**src/rtl/spi_host_pkg.sv**
```systemverilog
package spi_host_pkg;
  localparam logic [7:0] A_CTRL  = 8'h00;
  localparam logic [7:0] A_FRAME = 8'h04;
  localparam logic [7:0] A_IEN   = 8'h0C;
  localparam logic [7:0] A_STAT  = 8'h10;
  localparam logic [7:0] A_RXB   = 8'h40;
  localparam logic [7:0] A_TXB   = 8'h44;
  localparam logic [7:0] A_RXW   = 8'h48;
  localparam logic [7:0] A_TXW   = 8'h4C;
  localparam logic [7:0] A_UPPER = 8'h50;

  // true when 'need' more entries fit beside 'level' in a queue of 'depth'
  function automatic logic fits(input int unsigned level, input int unsigned need,
                                input int unsigned depth);
    return (level + need) <= depth;
  endfunction

  // sticky flag update: clear by write-one, set wins
  function automatic logic [2:0] flags_next(input logic [2:0] cur, input logic [2:0] set,
                                            input logic [2:0] clr);
    return (cur & ~clr) | set;
  endfunction
endpackage

```
**src/rtl/host_byte_fifo.sv**
```systemverilog
module host_byte_fifo #(
  parameter int DEPTH = 16,
  parameter int LANES = 4,
  localparam int PTR_W  = $clog2(DEPTH),
  localparam int CNT_W  = $clog2(DEPTH + 1),
  localparam int LANE_W = $clog2(LANES + 1)
) (
  input  logic                 clk,
  input  logic                 rst_n,
  input  logic [LANE_W-1:0]    push_n,
  input  logic [8*LANES-1:0]   push_data,
  input  logic [LANE_W-1:0]    pop_n,
  output logic [8*LANES-1:0]   peek_data,
  output logic [CNT_W-1:0]     level
);
  logic [7:0]       mem [DEPTH];
  logic [PTR_W-1:0] wptr, rptr;

  always_ff @(posedge clk) begin
    for (int i = 0; i < LANES; i++)
      if (LANE_W'(i) < push_n) mem[wptr + PTR_W'(i)] <= push_data[8*i +: 8];
  end

  always_ff @(posedge clk or negedge rst_n) begin
    if (!rst_n) begin
      wptr  <= '0;
      rptr  <= '0;
      level <= '0;
    end else begin
      wptr  <= wptr + PTR_W'(push_n);
      rptr  <= rptr + PTR_W'(pop_n);
      level <= level + CNT_W'(push_n) - CNT_W'(pop_n);
    end
  end

  for (genvar g = 0; g < LANES; g++) begin : g_peek
    assign peek_data[8*g +: 8] = mem[rptr + PTR_W'(g)];
  end


  no_overflow_chk: assert property (@(posedge clk) disable iff (!rst_n)
    (32'(level) + 32'(push_n)) <= (DEPTH + 32'(pop_n)));

  no_underflow_chk: assert property (@(posedge clk) disable iff (!rst_n)
    32'(pop_n) <= 32'(level));
endmodule

```
**src/rtl/spi_host_status.sv**
```systemverilog
module spi_host_status
  import spi_host_pkg::*;
(
  input  logic       clk,
  input  logic       rst_n,
  input  logic [2:0] set_ev,
  input  logic [2:0] clr_ev,
  input  logic       tx_avail,
  input  logic       rx_empty,
  input  logic       tx_full,
  input  logic       ready,
  input  logic       packed_mode,
  input  logic [5:0] ien,
  output logic [8:0] status,
  output logic       irq
);
  logic [2:0] flags;

  always_ff @(posedge clk or negedge rst_n) begin
    if (!rst_n) flags <= '0;
    else        flags <= flags_next(flags, set_ev, clr_ev);
  end

  assign status = {packed_mode, ready, 1'b0, tx_full, rx_empty, tx_avail, flags};
  assign irq    = |(status[5:0] & ien);


  txdone_set_chk: assert property (@(posedge clk) disable iff (!rst_n)
    set_ev[0] |=> status[0]);

  w1c_clear_chk: assert property (@(posedge clk) disable iff (!rst_n)
    (clr_ev[0] && !set_ev[0]) |=> !status[0]);
endmodule

```
**src/rtl/spi_host_regs.sv**
```systemverilog
module spi_host_regs
  import spi_host_pkg::*;
#(
  parameter int DEPTH = 16,
  localparam int LANES  = 4,
  localparam int CNT_W  = $clog2(DEPTH + 1),
  localparam int LANE_W = $clog2(LANES + 1)
) (
  input  logic        clk,
  input  logic        rst_n,
  input  logic        wr_en,
  input  logic        rd_en,
  input  logic [7:0]  addr,
  input  logic [31:0] wdata,
  output logic [31:0] rdata,
  output logic        irq,
  input  logic        tx_pop,
  output logic [7:0]  tx_byte,
  output logic        tx_empty,
  input  logic        rx_push,
  input  logic [7:0]  rx_byte,
  input  logic        rx_last,
  output logic        rx_full,
  input  logic        seq_tx_done,
  input  logic        seq_ready,
  output logic        ctl_enable,
  output logic        ctl_master,
  output logic [3:0]  clk_rate,
  output logic        frame_start,
  output logic [31:0] total_bytes,
  output logic [8:0]  cmd_bytes,
  output logic        multi_lane,
  output logic [3:0]  idle_cycles,
  output logic        word_flag
);
  logic        pack;
  logic [5:0]  ien;
  logic [15:0] upper_cnt, lower_cnt;
  logic [8:0]  status;
  logic [CNT_W-1:0] tx_level, rx_level;
  logic [LANE_W-1:0] tx_push_n, tx_pop_n, rx_push_n, rx_pop_n;
  logic [31:0] tx_push_data, tx_peek, rx_peek;
  logic        rx_accept, rd_rxb_ok, rd_rxw_ok;

  // register writes
  always_ff @(posedge clk or negedge rst_n) begin
    if (!rst_n) begin
      ctl_enable <= 1'b0; ctl_master <= 1'b0; pack <= 1'b0; clk_rate <= '0;
      ien <= '0; upper_cnt <= '0; lower_cnt <= '0; cmd_bytes <= '0;
      multi_lane <= 1'b0; idle_cycles <= '0; word_flag <= 1'b0;
      frame_start <= 1'b0;
    end else begin
      frame_start <= wr_en && (addr == A_FRAME);
      if (wr_en) begin
        case (addr)
          A_CTRL: begin
            ctl_enable <= wdata[0]; ctl_master <= wdata[1];
            pack <= wdata[16]; clk_rate <= wdata[27:24];
          end
          A_IEN:   ien <= wdata[5:0];
          A_UPPER: upper_cnt <= wdata[31:16];
          A_FRAME: begin
            lower_cnt <= wdata[15:0]; cmd_bytes <= wdata[24:16];
            multi_lane <= wdata[25]; idle_cycles <= wdata[29:26];
            word_flag <= wdata[31];
          end
          default: ;
        endcase
      end
    end
  end

  assign total_bytes = {upper_cnt, lower_cnt};

  // transmit queue admission
  always_comb begin
    tx_push_n    = '0;
    tx_push_data = wdata;
    if (wr_en && addr == A_TXB && fits(32'(tx_level), 1, DEPTH)) begin
      tx_push_n    = LANE_W'(1);
      tx_push_data = {24'b0, wdata[7:0]};
    end else if (wr_en && addr == A_TXW && pack && fits(32'(tx_level), LANES, DEPTH)) begin
      tx_push_n = LANE_W'(LANES);
    end
  end
  assign tx_pop_n = (tx_pop && !tx_empty) ? LANE_W'(1) : '0;
  assign tx_empty = (tx_level == '0);
  assign tx_byte  = tx_peek[7:0];

  // receive queue admission
  assign rx_full   = (rx_level == CNT_W'(DEPTH));
  assign rx_accept = rx_push && !rx_full;
  assign rx_push_n = rx_accept ? LANE_W'(1) : '0;
  assign rd_rxb_ok = rd_en && addr == A_RXB && rx_level != '0;
  assign rd_rxw_ok = rd_en && addr == A_RXW && pack && (32'(rx_level) >= LANES);
  assign rx_pop_n  = rd_rxw_ok ? LANE_W'(LANES) : (rd_rxb_ok ? LANE_W'(1) : '0);

  host_byte_fifo #(.DEPTH(DEPTH), .LANES(LANES)) u_txq (
    .clk(clk), .rst_n(rst_n), .push_n(tx_push_n), .push_data(tx_push_data),
    .pop_n(tx_pop_n), .peek_data(tx_peek), .level(tx_level));

  host_byte_fifo #(.DEPTH(DEPTH), .LANES(LANES)) u_rxq (
    .clk(clk), .rst_n(rst_n), .push_n(rx_push_n), .push_data({24'b0, rx_byte}),
    .pop_n(rx_pop_n), .peek_data(rx_peek), .level(rx_level));

  spi_host_status u_stat (
    .clk(clk), .rst_n(rst_n),
    .set_ev({rx_accept, rx_accept && rx_last, seq_tx_done}),
    .clr_ev((wr_en && addr == A_STAT) ? wdata[2:0] : 3'b000),
    .tx_avail(tx_level != CNT_W'(DEPTH)), .rx_empty(rx_level == '0),
    .tx_full(tx_level == CNT_W'(DEPTH)), .ready(seq_ready), .packed_mode(pack),
    .ien(ien), .status(status), .irq(irq));

  // read mux
  always_comb begin
    rdata = '0;
    case (addr)
      A_CTRL:  rdata = {4'b0, clk_rate, 7'b0, pack, 14'b0, ctl_master, ctl_enable};
      A_FRAME: rdata = {word_flag, 1'b0, idle_cycles, multi_lane, cmd_bytes, lower_cnt};
      A_IEN:   rdata = {26'b0, ien};
      A_STAT:  rdata = {23'b0, status};
      A_UPPER: rdata = {upper_cnt, 16'b0};
      A_RXB:   if (rx_level != '0) rdata = {24'b0, rx_peek[7:0]};
      A_RXW:   if (rd_rxw_ok) rdata = rx_peek;
      default: rdata = '0;
    endcase
  end


  irq_masked_chk: assert property (@(posedge clk) disable iff (!rst_n)
    (ien == '0) |-> !irq);

  frame_pulse_chk: assert property (@(posedge clk) disable iff (!rst_n)
    (frame_start && !(wr_en && addr == A_FRAME)) |=> !frame_start);
endmodule

```
**config.mk**
```make
export PLATFORM = sky130hd
export DESIGN_NAME = spi_host_regs
export DESIGN_NICKNAME = d
export VERILOG_FILES = /design/src/rtl/spi_host_pkg.sv /design/src/rtl/host_byte_fifo.sv /design/src/rtl/spi_host_status.sv /design/src/rtl/spi_host_regs.sv
export SDC_FILE = /design/constraint.sdc
export NUM_CORES = 1
export LEC_CHECK = 0
export BUFFER_PORTS_ARGS = -buffer_cell sky130_fd_sc_hd__clkbuf_2
export CAP_MARGIN = 10
export CORE_ASPECT_RATIO = 0.75
export CORE_MARGIN = 5
export CORE_UTILIZATION = 46
export CTS_CLUSTER_DIAMETER = 50
export DETAILED_ROUTE_END_ITERATION = 12
export HOLD_SLACK_MARGIN = 0.06
export SYNTH_ARGS = -nofsm -noshare
export SYNTH_HDL_FRONTEND = slang
export SYNTH_SLANG_ARGS = --single-unit
```
**constraint.sdc**
```tcl
create_clock -name clk -period 8.5 [get_ports clk]
set_input_delay 1.275 -clock clk [delete_from_list [all_inputs] [get_ports clk]]
set_output_delay 1.275 -clock clk [all_outputs]
set_load 0.03 [all_outputs]
```
==> results.yml, run 1 <==
outcome:
  status: "completed"
clocking:
  cts_max_level: 2
  cts.sink_count: 346
  clkTransAtPathRegs_ns: 0.06
  cts_setup_buffers: 0
  cts_tree: "yes"
  cts_resized: 0
  cts_buffers: 42
  cts-root-buf: "clkbuf_16"
  clockBufferDepth: 3
  clk_latency_ns: 0.59
  cts_hold_buf: 0
sta:
  final.setup.tns_ns: 0
  max_slew_margin_pct: 10.7
  post-route-period-util_pct: 70.4
  finalClockSkew_ns: 0.0250
  tightest_slew_ns: 1.33
  slew_violations: 0
  setup_viol: 0
  clock.fmax_mhz: 167
  hold_violations: 0
  period_needed_ns: 5.99
  rsz0062_at_grt: "false"
routing:
  ant_nets: 0
  vias_per_cell: 7.09
  drt_iter0_drc: 2359
  first_pass_iters: 7
  vias: 17600
  drt_wl_total_microns: 80400
  wl_per_cell_microns: 32.4
  post-route-drc-count: 0
critical_path:
  r2r_start: "u_txq.level[4]"
  start_kind: "flop"
  critPathKind: "flop to output port"
  reg2reg_depth: 7
  r2r_end: "u_txq.mem[0][4]"
  cp.arrival_ns: 4.71
  worstPathRequired_ns: 7.22
  cp_max_fo: 69
  rrSetupSlack_ns: 4.28
  cp-end-kind: "output port"
global_route:
  grt_pass1_wl_microns: 118000
  grt_usage_pct: 29.5
  grt_max_degree: 70
  antenna_found_initial: 7
  grt_pass1_vias: 16800
  grt.overflow.total: 0
flow_run:
  maxCapViolCount: 0
worst_hold_path:
  hold_path_end: "u_stat.flags[2]"
  hp-class: "flop to flop"
  min_path_cells: 1
  worstHoldStart: "u_stat.flags[2]"
synthesis:
  syn_inst: 1714
  synth_area_sq_um: 22400
  syn-mean-instance-area_sq_um: 13.1
  synth_top_cell_area_share_pct: 34.3
  yosysWarnings: 0
  synthMostInstantiatedCell: "edfxtp_1"
  synth-edff-count: 256
  synth_common_cells: "256 x edfxtp_1, 184 x mux4_2, 131 x nand2_1, 124 x mux2i_1, 101 x a22oi_1"
  ys_types: 79
  synth-seq-cells: 346
  async_flop_share_pct: 26.0
  synth_seq_area_share_pct: 44.4
  synth_area_leaders: "edfxtp_1 34%, mux4_2 19%, dfrtp_1 10%"
  syn_nets: 1801
  yosysTopAreaCell: "edfxtp_1"
  synth_ff_type: "edfxtp_1"
final_layout:
  fin_area_sq_um: 25200
  layout.nets: 1888
  fillCellCount: 4054
  stdcell_count: 2484
  drive_gt1_share_pct: 33.2
  syn2layout_area_growth_pct: 12.6
die:
  core_area_sq_um: 48400
  start_util_pct: 46.2
  fp.dieH_microns: 201
  dieWidth_microns: 265
  ios: 154
  row_count: 70
  die_area_sq_um: 53200
placement:
  dp_hpwl_microns: 56400
  dp_cells: 2405
  place_congestion: 0.923
  dpl-instance-area_sq_um: 23800
  port_buffers: 153
pwr:
  p_per_area_nw_per_um2: 213
  leakage_uw: 0.00856
  ir_drop_uv: 140
logic make-up after synthesis:
family,after synthesis,share of synthesized area [%]
adder cells (fa/ha/maj),30,1.74
flip-flops,346,44.4
multiplexers,360,26.7
AND/OR/NAND/NOR,330,8.91
buffers and inverters,225,4.25
AO/OA/AOI/OAI,396,12.8
XOR/XNOR,27,1.21
per-layer routing:
metal	global-route usage (%)	share of wire, %	vias up
met1	45.5	42	8947
met2	39.1	40	1406
met3	11.1	15	159
met4	7.32	2.5	4
li1	-	-	7104
met5	0	0.037	-
cells in the final DEF (no fill, tap or decap), types with 10 or more instances in the layout:
master	instances
or2_2	11
nand4_1	12
mux2_2	52
a222oi_1	19
o211ai_1	19
clkbuf_16	42
buf_4	62
xnor2_1	14
clkbuf_2	152
inv_1	52
dfrtp_1	86
o21ai_1	68
nand3b_1	12
nand2_1	130
nand3_1	27
mux4_2	184
nor2_1	30
a22oi_1	101
nor3_1	13
nor4_4	10
o21ai_0	77
mux2i_1	124
a32oi_1	12
nor4_1	14
a21o_1	10
nor4_2	23
ha_1	27
edfxtp_1	256
area by class of cell:
cell class	count	area, sq um	share of cell area, %
Inverter	54	203	0.804
Tap cell	648	811	3.22
Sequential cell	346	9950	39.5
Clock buffer	54	1170	4.63
Multi-Input combinational cell	1143	11600	45.9
Timing Repair Buffer	214	1230	4.86
Clock inverter	24	269	1.07
Antenna cell	1	2.50	0.00993
critical path, cell delays in order, from the launching register on:
cell	delay, ns
dfrtp_2	0.34
buf_4	0.70
inv_1	0.22
ha_4	0.71
buf_4	0.55
mux4_2	0.39
nand2_1	0.08
nand2_1	0.05
o21ai_0	0.62
o21ai_0	0.18
clkbuf_2	0.22
registers in the layout, indices dropped and copies added, names as in the netlist:
name          cells
clk_rate          4
cmd_bytes         9
ctl_enable        1
ctl_master        1
frame_start       1
idle_cycles       4
ien               6
lower_cnt        16
multi_lane        1
pack              1
u_rxq.level       5
u_rxq.mem       128
u_rxq.rptr        4
u_rxq.wptr        4
u_stat.flags      3
u_txq.level       5
u_txq.mem       128
u_txq.rptr        4
u_txq.wptr        4
upper_cnt        16
word_flag         1
report_power, final:
| part | total, uW | switching [uW] | leakage (uW) | internal, uW |
|---|---|---|---|---|
| combinational | 1350 | 772 | 0.00436 | 581 |
| sequential | 2150 | 198 | 0.00349 | 1950 |
| clock | 1870 | 787 | 0.000714 | 1080 |
worst max path at each step:
stage / startpoint / endpoint / slack, ns
CTS: u_rxq.rptr[0] / rdata[27] / 2.42
global placement: addr[5] / rdata[8] / 2.89
finish: u_rxq.rptr[1] / rdata[27] / 2.51
floorplan: u_rxq.rptr[0] / rdata[25] / 3.30
detailed placement: addr[5] / rdata[28] / 2.88
global route: u_rxq.rptr[0] / rdata[27] / 2.06
metrics by stage:
stage	hold WS [ns]	power, uW	setup WS [ns]	utilization [%]
floorplan	0.470	3050	3.30	-
global placement	0.491	3480	2.89	49.1
detailed placement	0.508	3510	2.88	49.1
CTS	0.521	5370	2.42	52.0
global route	0.532	5570	2.06	52.0
finish	0.521	5370	2.51	52.0
Note: power is estimated with default switching activity, not from simulation.
==> run 2: changes to the inputs <==
==> constraint.sdc (replaced) <==
create_clock -name clk -period 5.67 [get_ports clk]
set_input_delay 0.8505 -clock clk [delete_from_list [all_inputs] [get_ports clk]]
set_output_delay 0.8505 -clock clk [all_outputs]
set_load 0.03 [all_outputs]
==> run 2 against run 1 <==
  * Clock power is 48% higher
  * Worst setup slack worse by 1.7 ns
  * Worst hold slack worse by 0.32 ns
  * Routed wire length is 1.8% higher
  * Critical endpoint is now rdata[3]
==> results.yml, run 2 (synthesis results as in run 1) <==
routing:
  vias: 17700
  drt_wl_total_microns: 81900
  ant_nets: 0
  first_pass_iters: 9
  drt_iter0_drc: 2809
  post-route-drc-count: 0
  wl_per_cell_microns: 32.8
  vias_per_cell: 7.08
sta:
  final.setup.tns_ns: 0
  tightest_slew_ns: 1.37
  post-route-period-util_pct: 85.5
  setup_viol: 0
  clock.fmax_mhz: 206
  slew_violations: 0
  max_slew_margin_pct: 7.97
  finalClockSkew_ns: 0.0289
  period_needed_ns: 4.85
  hold_violations: 0
  rsz0062_at_grt: "false"
clocking:
  cts_buffers: 43
  clkTransAtPathRegs_ns: 0.06
  cts_max_level: 2
  cts.sink_count: 346
  clk_latency_ns: 0.59
  cts_setup_buffers: 0
  cts_hold_buf: 0
  cts_tree: "yes"
  clockBufferDepth: 3
  cts-root-buf: "clkbuf_16"
  cts_resized: 0
final_layout:
  fillCellCount: 4085
  drive_gt1_share_pct: 33.0
  syn2layout_area_growth_pct: 12.9
  layout.nets: 1897
  top_regs: "u_rxq.mem x128, u_txq.mem x128"
  layout_commonest_cell: "edfxtp_1"
  multi_input_area_sq_um: 11600
  fin_area_sq_um: 25300
  regArea_sq_um: 9950
  final_cell_mix: "256 x edfxtp_1, 184 x mux4_2, 152 x clkbuf_2, 130 x nand2_1, 124 x mux2i_1"
pwr:
  pwr-share-comb_pct: 25.1
  clockPowerShare_pct: 34.4
  power_switching_uw: 2650
  ir_drop_uv: 213
  p_per_area_nw_per_um2: 319
  seqPwrFrac_pct: 40.5
  leakage_uw: 0.00859
  p_int_uw: 5400
  netSwitchingFraction_pct: 32.9
outcome:
  status: "completed"
global_route:
  grt_pass1_vias: 16800
  antenna_found_initial: 3
  grt.overflow.total: 0
  grt_pass1_wl_microns: 119000
  grt_max_degree: 133
  grt_usage_pct: 30.0
critical_path:
  cp_common_cell: "nor2_1"
  crit_chain: "or4_1 > nor2_1 > nor2_1 > o21ai_1 > o21ai_0 > clkbuf_2"
  cp.arrival_ns: 4.00
  worstPathRequired_ns: 4.82
  cp-end-kind: "output port"
  start_kind: "flop"
  cp_max_fo: 8
  cp_slowest_cell: "o21ai_1"
  critPathKind: "flop to output port"
  cpPeakStageDelay_ns: 1.00
die:
  core_area_sq_um: 48400
  start_util_pct: 46.2
  row_count: 70
  ios: 154
  dieWidth_microns: 265
  die_area_sq_um: 53200
  fp.dieH_microns: 201
placement:
  port_buffers: 153
  place_congestion: 0.939
  dpl-instance-area_sq_um: 23800
  dp_hpwl_microns: 57300
worst_hold_path:
  hp-class: "input pin to async pin"
flow_run:
  maxCapViolCount: 0
## run 2: area by class of cell
type / count / share of cell area [%]
clock inverter: 21 / 0.817
multi-input combinational: 1143 / 45.8
antenna: 1 / 0.00990
tap: 648 / 3.21
sequential: 346 / 39.4
timing repair buffer: 222 / 5.20
inverter: 54 / 0.802
clock buffer: 59 / 4.79
## run 2: worst max-delay path: cells and delay by family, from the launching register on
kind / cells / cell delay [ns]
AO/OA/AOI/OAI: 2 / 1.38
buffers and inverters: 1 / 0.28
flip-flops: 1 / 0.42
AND/OR/NAND/NOR: 3 / 1.34
## run 2: worst paths after layout
path                                  from               end  slack [ns]  cells past startpoint
min reg2reg                u_stat.flags[0]   u_stat.flags[0]        0.53                      1
max in group asynchronous            rst_n      lower_cnt[4]        4.30                      2
min                                  rst_n     upper_cnt[10]        0.20                      1
min in group clk               seq_tx_done   u_stat.flags[0]        0.46                      2
max                         u_rxq.level[1]          rdata[3]        0.82                      6
max reg2reg                 u_txq.level[4]  u_txq.mem[10][5]        1.68                      7
## run 2: metal layers
metal / wire, microns / global-route usage (%) / part of all wire, % / vias up
li1: - / - / - / 7120
met1: 34800 / 45.9 / 42 / 9066
met2: 33000 / 40.1 / 40 / 1300
met3: 12000 / 11.6 / 15 / 169
met4: 1950 / 7.45 / 2.4 / 6
met5: 47 / 0 / 0.057 / -
## run 2: metrics by stage
stage | instances | setup WS (ns) | utilization (%) | hold slack, ns | power, uW
after floorplan | 1714 | 0.892 | - | 0.470 | 4570
after global placement | 2412 | 1.44 | 49.2 | 0.512 | 5250
after detailed placement | 2412 | 1.32 | 49.2 | 0.512 | 5290
after CTS | 2492 | 1.05 | 52.1 | 0.194 | 8040
after global routing | 2493 | 0.723 | 52.2 | 0.209 | 8330
final | 2494 | 0.821 | 52.2 | 0.198 | 8060
## run 2: power by group through the flow
stage | clock, uW | combinational (uW) | sequential [uW]
after detailed placement | 0 | 1980 | 3310
after global routing | 2900 | 2130 | 3300
after floorplan | 0 | 1460 | 3110
after global placement | 0 | 1950 | 3300
final | 2770 | 2020 | 3270
after CTS | 2790 | 1990 | 3260
